===== src/rtl/gpio_mask_bank_pkg.sv =====
package gpio_mask_bank_pkg;
  localparam int HALF_W   = 16;
  localparam int PINS     = 2 * HALF_W;
  localparam int CFG_REGS = 7;              // interrupt and debounce configuration words
  localparam int RW_REGS  = 2 + CFG_REGS;   // data, direction, then configuration
  localparam int EXT_SLOT = 14;             // 0x70
  localparam int VER_SLOT = 15;             // 0x78
  localparam logic [31:0] VERSION_WORD = 32'h0100_0C2B;
endpackage


===== src/rtl/gpio_mask_half.sv =====
module gpio_mask_half #(
  parameter int W = 16
) (
  input  logic         clk,
  input  logic         rst_n,
  input  logic         wr_en,
  input  logic [W-1:0] bit_en,
  input  logic [W-1:0] bit_val,
  output logic [W-1:0] q
);
  logic [W-1:0] q_nxt;

  always_comb begin
    q_nxt = q;
    if (wr_en) q_nxt = (q & ~bit_en) | (bit_val & bit_en);
  end

  always_ff @(posedge clk or negedge rst_n) begin
    if (!rst_n) q <= '0;
    else        q <= q_nxt;
  end

  // unmasked bits take the data, masked bits hold
  assert_masked_set_R2: assert property (@(posedge clk) disable iff (!rst_n)
    wr_en |=> ((q & $past(bit_en)) == ($past(bit_val) & $past(bit_en))));
  assert_masked_hold_R2: assert property (@(posedge clk) disable iff (!rst_n)
    wr_en |=> (((q ^ $past(q)) & ~$past(bit_en)) == '0));
  assert_idle_hold_R2: assert property (@(posedge clk) disable iff (!rst_n)
    !wr_en |=> $stable(q));
endmodule


===== src/rtl/gpio_in_sync.sv =====
module gpio_in_sync #(
  parameter int W = 32
) (
  input  logic         clk,
  input  logic         rst_n,
  input  logic [W-1:0] d,
  output logic [W-1:0] q
);
  logic [W-1:0] meta;

  always_ff @(posedge clk or negedge rst_n) begin
    if (!rst_n) begin
      meta <= '0;
      q    <= '0;
    end else begin
      meta <= d;
      q    <= meta;
    end
  end
endmodule


===== src/rtl/gpio_mask_bank.sv =====
module gpio_mask_bank
  import gpio_mask_bank_pkg::*;
#(
  parameter int          ADDR_W  = 7,
  parameter logic [31:0] VERSION = VERSION_WORD
) (
  input  logic              clk,
  input  logic              rst_n,
  input  logic              bus_sel,
  input  logic              bus_wr,
  input  logic [ADDR_W-1:0] bus_addr,
  input  logic [31:0]       bus_wdata,
  output logic [31:0]       bus_rdata,
  input  logic [PINS-1:0]   pad_in,
  output logic [PINS-1:0]   gpio_out_o,
  output logic [PINS-1:0]   gpio_oe_o,
  output logic [PINS-1:0]   pad_sync_o,
  output logic [PINS-1:0]   irq_en_o,
  output logic [PINS-1:0]   irq_mask_o,
  output logic [PINS-1:0]   irq_type_o,
  output logic [PINS-1:0]   irq_pol_o,
  output logic [PINS-1:0]   irq_both_o,
  output logic [PINS-1:0]   db_en_o,
  output logic [PINS-1:0]   db_div_en_o
);
  localparam int SLOT_W = ADDR_W - 3;
  localparam int HALVES = 2 * RW_REGS;

  logic [SLOT_W-1:0] slot;
  logic              upper;
  logic              wr_any;
  logic [HALF_W-1:0] half_q [HALVES];
  logic [PINS-1:0]   reg_word [RW_REGS];
  logic [PINS-1:0]   sync_q;

  assign slot   = bus_addr[ADDR_W-1:3];
  assign upper  = bus_addr[2];
  assign wr_any = bus_sel && bus_wr && (int'(slot) < RW_REGS);

  for (genvar k = 0; k < RW_REGS; k++) begin : g_reg
    for (genvar h = 0; h < 2; h++) begin : g_half
      logic hit;
      assign hit = wr_any && (int'(slot) == k) && (upper == h[0]);
      gpio_mask_half #(.W(HALF_W)) u_half (
        .clk     (clk),
        .rst_n   (rst_n),
        .wr_en   (hit),
        .bit_en  (bus_wdata[2*HALF_W-1:HALF_W]),
        .bit_val (bus_wdata[HALF_W-1:0]),
        .q       (half_q[2*k+h])
      );
    end
    assign reg_word[k] = {half_q[2*k+1], half_q[2*k]};
  end

  gpio_in_sync #(.W(PINS)) u_sync (
    .clk   (clk),
    .rst_n (rst_n),
    .d     (pad_in),
    .q     (sync_q)
  );

  assign gpio_out_o  = reg_word[0];
  assign gpio_oe_o   = reg_word[1];
  assign irq_en_o    = reg_word[2];
  assign irq_mask_o  = reg_word[3];
  assign irq_type_o  = reg_word[4];
  assign irq_pol_o   = reg_word[5];
  assign irq_both_o  = reg_word[6];
  assign db_en_o     = reg_word[7];
  assign db_div_en_o = reg_word[8];
  assign pad_sync_o  = sync_q;

  always_comb begin
    bus_rdata = '0;
    if (bus_sel && !bus_wr) begin
      if (int'(slot) < RW_REGS)
        bus_rdata = {{(32-HALF_W){1'b0}}, half_q[2*int'(slot) + int'(upper)]};
      else if (int'(slot) == EXT_SLOT && !upper)
        bus_rdata = sync_q;
      else if (int'(slot) == VER_SLOT && !upper)
        bus_rdata = VERSION;
    end
  end

  // writes outside the writable registers leave all storage unchanged
  assert_ro_write_R9: assert property (@(posedge clk) disable iff (!rst_n)
    (bus_sel && bus_wr && int'(slot) >= RW_REGS) |=>
      ($stable(gpio_out_o) && $stable(gpio_oe_o) && $stable(irq_en_o) && $stable(db_div_en_o)));
  // a write to the upper half of output data keeps pins 0..15
  assert_half_isolation_R3: assert property (@(posedge clk) disable iff (!rst_n)
    (bus_sel && bus_wr && slot == '0 && upper) |=> $stable(gpio_out_o[HALF_W-1:0]));
  // readback of a writable register has a zero upper half
  assert_read_upper_zero_R4: assert property (@(posedge clk) disable iff (!rst_n)
    (bus_sel && !bus_wr && int'(slot) < RW_REGS) |-> (bus_rdata[31:HALF_W] == '0));
  // version word
  assert_version_R8: assert property (@(posedge clk) disable iff (!rst_n)
    (bus_sel && !bus_wr && int'(slot) == VER_SLOT && !upper) |-> (bus_rdata == VERSION));
  // external port read matches the synchronizer output port
  assert_ext_match_R7: assert property (@(posedge clk) disable iff (!rst_n)
    (bus_sel && !bus_wr && int'(slot) == EXT_SLOT && !upper) |-> (bus_rdata == pad_sync_o));
endmodule


===== config.mk =====
export PLATFORM = sky130hd
export DESIGN_NAME = gpio_mask_bank
export DESIGN_NICKNAME = d
export VERILOG_FILES = /design/src/rtl/gpio_mask_bank_pkg.sv /design/src/rtl/gpio_mask_half.sv /design/src/rtl/gpio_in_sync.sv /design/src/rtl/gpio_mask_bank.sv
export SDC_FILE = /design/constraint.sdc
export NUM_CORES = 1
export LEC_CHECK = 0
export ABC_CLOCK_PERIOD_IN_PS = 1430
export BUFFER_PORTS_ARGS = -buffer_cell sky130_fd_sc_hd__clkbuf_2
export CORE_MARGIN = 1.5
export CORE_UTILIZATION = 50
export CTS_BUF_LIST = sky130_fd_sc_hd__clkbuf_2
export DETAILED_ROUTE_END_ITERATION = 10
export PLACE_DENSITY = 0.79
export REMOVE_ABC_BUFFERS = 1
export SETUP_SLACK_MARGIN = 0.3
export SLEW_MARGIN = 20
export SYNTH_ARGS = -nofsm -noshare
export SYNTH_HDL_FRONTEND = slang
export SYNTH_HIERARCHICAL = 1
export SYNTH_SLANG_ARGS = --single-unit

===== constraint.sdc =====
create_clock -name clk -period 1.43 [get_ports clk]
set_input_delay 0.143 -clock clk [delete_from_list [all_inputs] [get_ports clk]]
set_output_delay 0.143 -clock clk [all_outputs]
set_load 0.005 [all_outputs]

==> results.md <==
* Outcome: finished with violations
* Violations in the final reports: negative setup slack
* Chain of cells forming the critical path: mux4_2 > mux2_4 > nand2_2 > a311oi_2 > buf_4 > clkbuf_2
* Power density normalized to cell area at 952 mW/mm²
* Number of antenna violations at the first check in global routing at 5
* Largest area contributor in the synthesized netlist: dfrtp_1
* Startpoint-to-endpoint class of the critical path: flip-flop to output pin
* Cell area after placement at 0.0224 mm²
* Skew final at 21.0 ps
* WP data required at 1290 ps
* Yosys top cell area share at 50.7%
* Final routed wirelength across all metal layers at 71.8 mm
* Number of fill cells at 2048
* Slowest stage cell, crit path: mux4_2
* Cell with the most instances after synthesis: dfrtp_1
* Sequential-to-total area share from yosys stat at 50.7%
* Max Slew Vio Count at 0
* First-pass GRT wire length at 101 mm
* Number of nets at the end of the flow at 2348
* Placer Congestion at 0.922
* Total of flip-flops plus latches after synthesis at 352
* Worst Setup Start Kind: flip-flop
* Final min period at 2870 ps
* Worst Path Buf+Inv at 2
* Final std cell area, no fill at 0.0260 mm²
* Via count normalized by instance count at 5.83
* Total Die Area at 0.0359 mm²
* Insertion delay of the later-clocked pin in the worst-skew pair at 1020 ps
* Unrepaired setup endpoints after global routing: yes
* Num ports at 427
* Syn Area/Cell at 13.2 µm²
* CTS tree: done
* Total core area at 0.0344 mm²
* Delay-heaviest family, CP: multiplexers
* Count of final setup violators at 352
* Worst-case headroom to the max-slew limit at 34.6%
* Total number of vias at 16.3k
* Yosys Warn Count at 6
* Min setup slack post-route at -1440 ps
* Vert. Die Dim at 189 µm
* Instance count on the critical path at 6
* Largest net degree at the start of global routing at 59
* Number of maximum-capacitance violations at 0
* Register-to-Register Path Depth at 6
* Clk slew on worst S/H paths at 120 ps
* # DRC at 0
* Number of detailed-routing iterations run before antenna repair at 6
* Hold crit path type: primary input to flip-flop
* Placement Rows at 68
* Most frequent cells after synthesis: 352 x dfrtp_1, 318 x nand2_1, 180 x mux2_4
* Kind of capture point of the worst setup path: output pin
* CTS H-tree depth at 3
* Fmax at 349 MHz
* Transition time at the pin with the least slew margin at 979 ps
* Port Buffer Count at 424
* Synthesized instance count at 1315
* Chip Width at 189 µm
* Fraction of the cycle the final worst path needs at 200%
* Critical path fanouts, max at 2
* Most used flip-flop cell after synthesis: dfrtp_1
* Count of final hold-check violations at 0
* Leakage power summed over all cells at 13.7 nW
* CTS Buf Count at 93
* First DRT Iteration DRCs at 1601
* Total Routing Usage GR at 38.0%
* Number of synthesized flops with an enable pin at 0
* Antenna violation net count after detailed routing at 0
* CTS sink count at 352
* Initial core utilization at 50.6%
* Root buffer cell: clkbuf_2
* Number of buffers on the longest clock path at 3
* Vias in the first global route at 16.7k
* Fin util at 75.5%
* GR Overflow Total at 0
* Area Growth Syn to Fin at 49.3%
* IR Drop Worst-Case VDD at 0.779 mV
* Cell depth of the worst min-delay path at 8
* DP HPWL at 45.0 mm
* Worst endpoint data arrival time at 2720 ps
* Share of synthesized flip-flops with an asynchronous set or reset at 100%
* Mapped cell area at 0.0174 mm²
* Critical Path Max Stage Delay at 490 ps
* Proportion of layout cells with a drive suffix above 1 at 59.0%
* Leading post-synthesis cells by cell area: dfrtp_1 51%, mux2_4 16%, mux2_2 8.5%
* Routed wirelength normalized by instance count at 25.7 µm
* Unique cell type count in the Yosys netlist at 38
-- stage by stage --
step	instances	setup TNS, ps	worst slack, ps	total power, mW	hold WS [ps]
finish	2792	-145600	-1440	24.7	67.5
global route	2792	-177540	-1530	25.6	12.5
CTS	2744	-163420	-1400	24.0	-26.8
detailed placement	2464	-160350	-654	15.9	110
global placement	2464	-148870	-674	15.8	96.6
floorplan	1241	-81200	-480	12.8	-153
-- where the power goes --
group / leakage [nW] / internal, mW / total, mW / switching (mW)
Clock: 0.634 / 3.11 / 7.62 / 4.52
Sequential: 4.67 / 10.7 / 11.3 / 0.615
Combinational: 8.36 / 3.30 / 5.78 / 2.48
Total: 13.7 / 17.1 / 24.7 / 7.61
-- final timing paths --
check | from | end | slack (ps)
min in group asynchronous | rst_n | asynchronous set/reset pin | 110
hold reg to reg | u_sync/meta[15] | u_sync/q[15] | 360
setup reg to reg | flip-flop | flip-flop | 70
hold / removal | bus_wr | flip-flop | 70
max in group asynchronous | rst_n | u_sync/q[8] | 540
setup / recovery | flip-flop | bus_rdata[1] | -1440
-- area by class of cell --
class	count	area, µm²	area share [%]
antenna	4	10.0	0.0386
clock buffer	127	636	2.45
clock inverter	28	219	0.843
inverter	1	3.75	0.0145
multi-input combinational	888	8110	31.2
sequential	352	8810	33.9
tap	455	569	2.19
timing repair buffer	937	7610	29.3
-- worst reg2reg max path: stages, from the launching register on --
cell and delay, ps:
dfrtp_1 420, buf_6 120, buf_6 100, buf_6 110
buf_4 120, buf_4 120, mux2_4 250
-- cell usage in the layout (no fill, tap or decap), types with 2 or more instances in the layout --
cell type / n
buf_8: 13
nand3_1: 2
mux2_4: 195
buf_4: 208
a22oi_1: 24
nor2b_1: 13
mux4_2: 31
nor2_2: 18
diode_2: 4
and2_1: 11
nand2_1: 304
bufinv_16: 4
dlygate4sd3_1: 101
and2_4: 6
or3_1: 2
clkbuf_2: 496
a311oi_2: 13
clkinv_1: 19
mux2i_1: 73
nand2b_1: 4
nand4_1: 7
nor2_4: 3
nor2_1: 4
a21oi_1: 22
nand2_2: 12
clkinv_2: 3
buf_12: 25
dfrtp_1: 352
nand2_4: 2
mux2_2: 116
a31oi_1: 8
o22ai_1: 2
buf_6: 220
a311oi_1: 2
-- logic make-up (layout without fill, tap and decap cells) --
kind of cell	Yosys count	in the layout	synth area share (%)
mux	416	416	32.9
simple gates	394	394	9.47
flops	352	352	50.7
compound gates	78	78	3.07
buf+inv	75	1093	3.84
other cells	0	4	0
-- routing by layer --
layer	global-route usage, %	up-vias	share of wire, %
li1	-	6595	-
met1	46.6	8087	36
met2	58.8	1223	46
met3	11.3	361	11
met4	24.0	0	7.1
met5	0	-	0
-- what timing repair did --
item / in CTS / in global routing
hold endpoints to repair: 672 / 0
hold buffers: 101 / 0
resized for setup: 214 / 126
pin swaps: 24 / 2
setup buffers: 24 / 44
cloned: 0 / 0
setup endpoints to repair: 352 / 361
(Power assumes the default switching activity.)
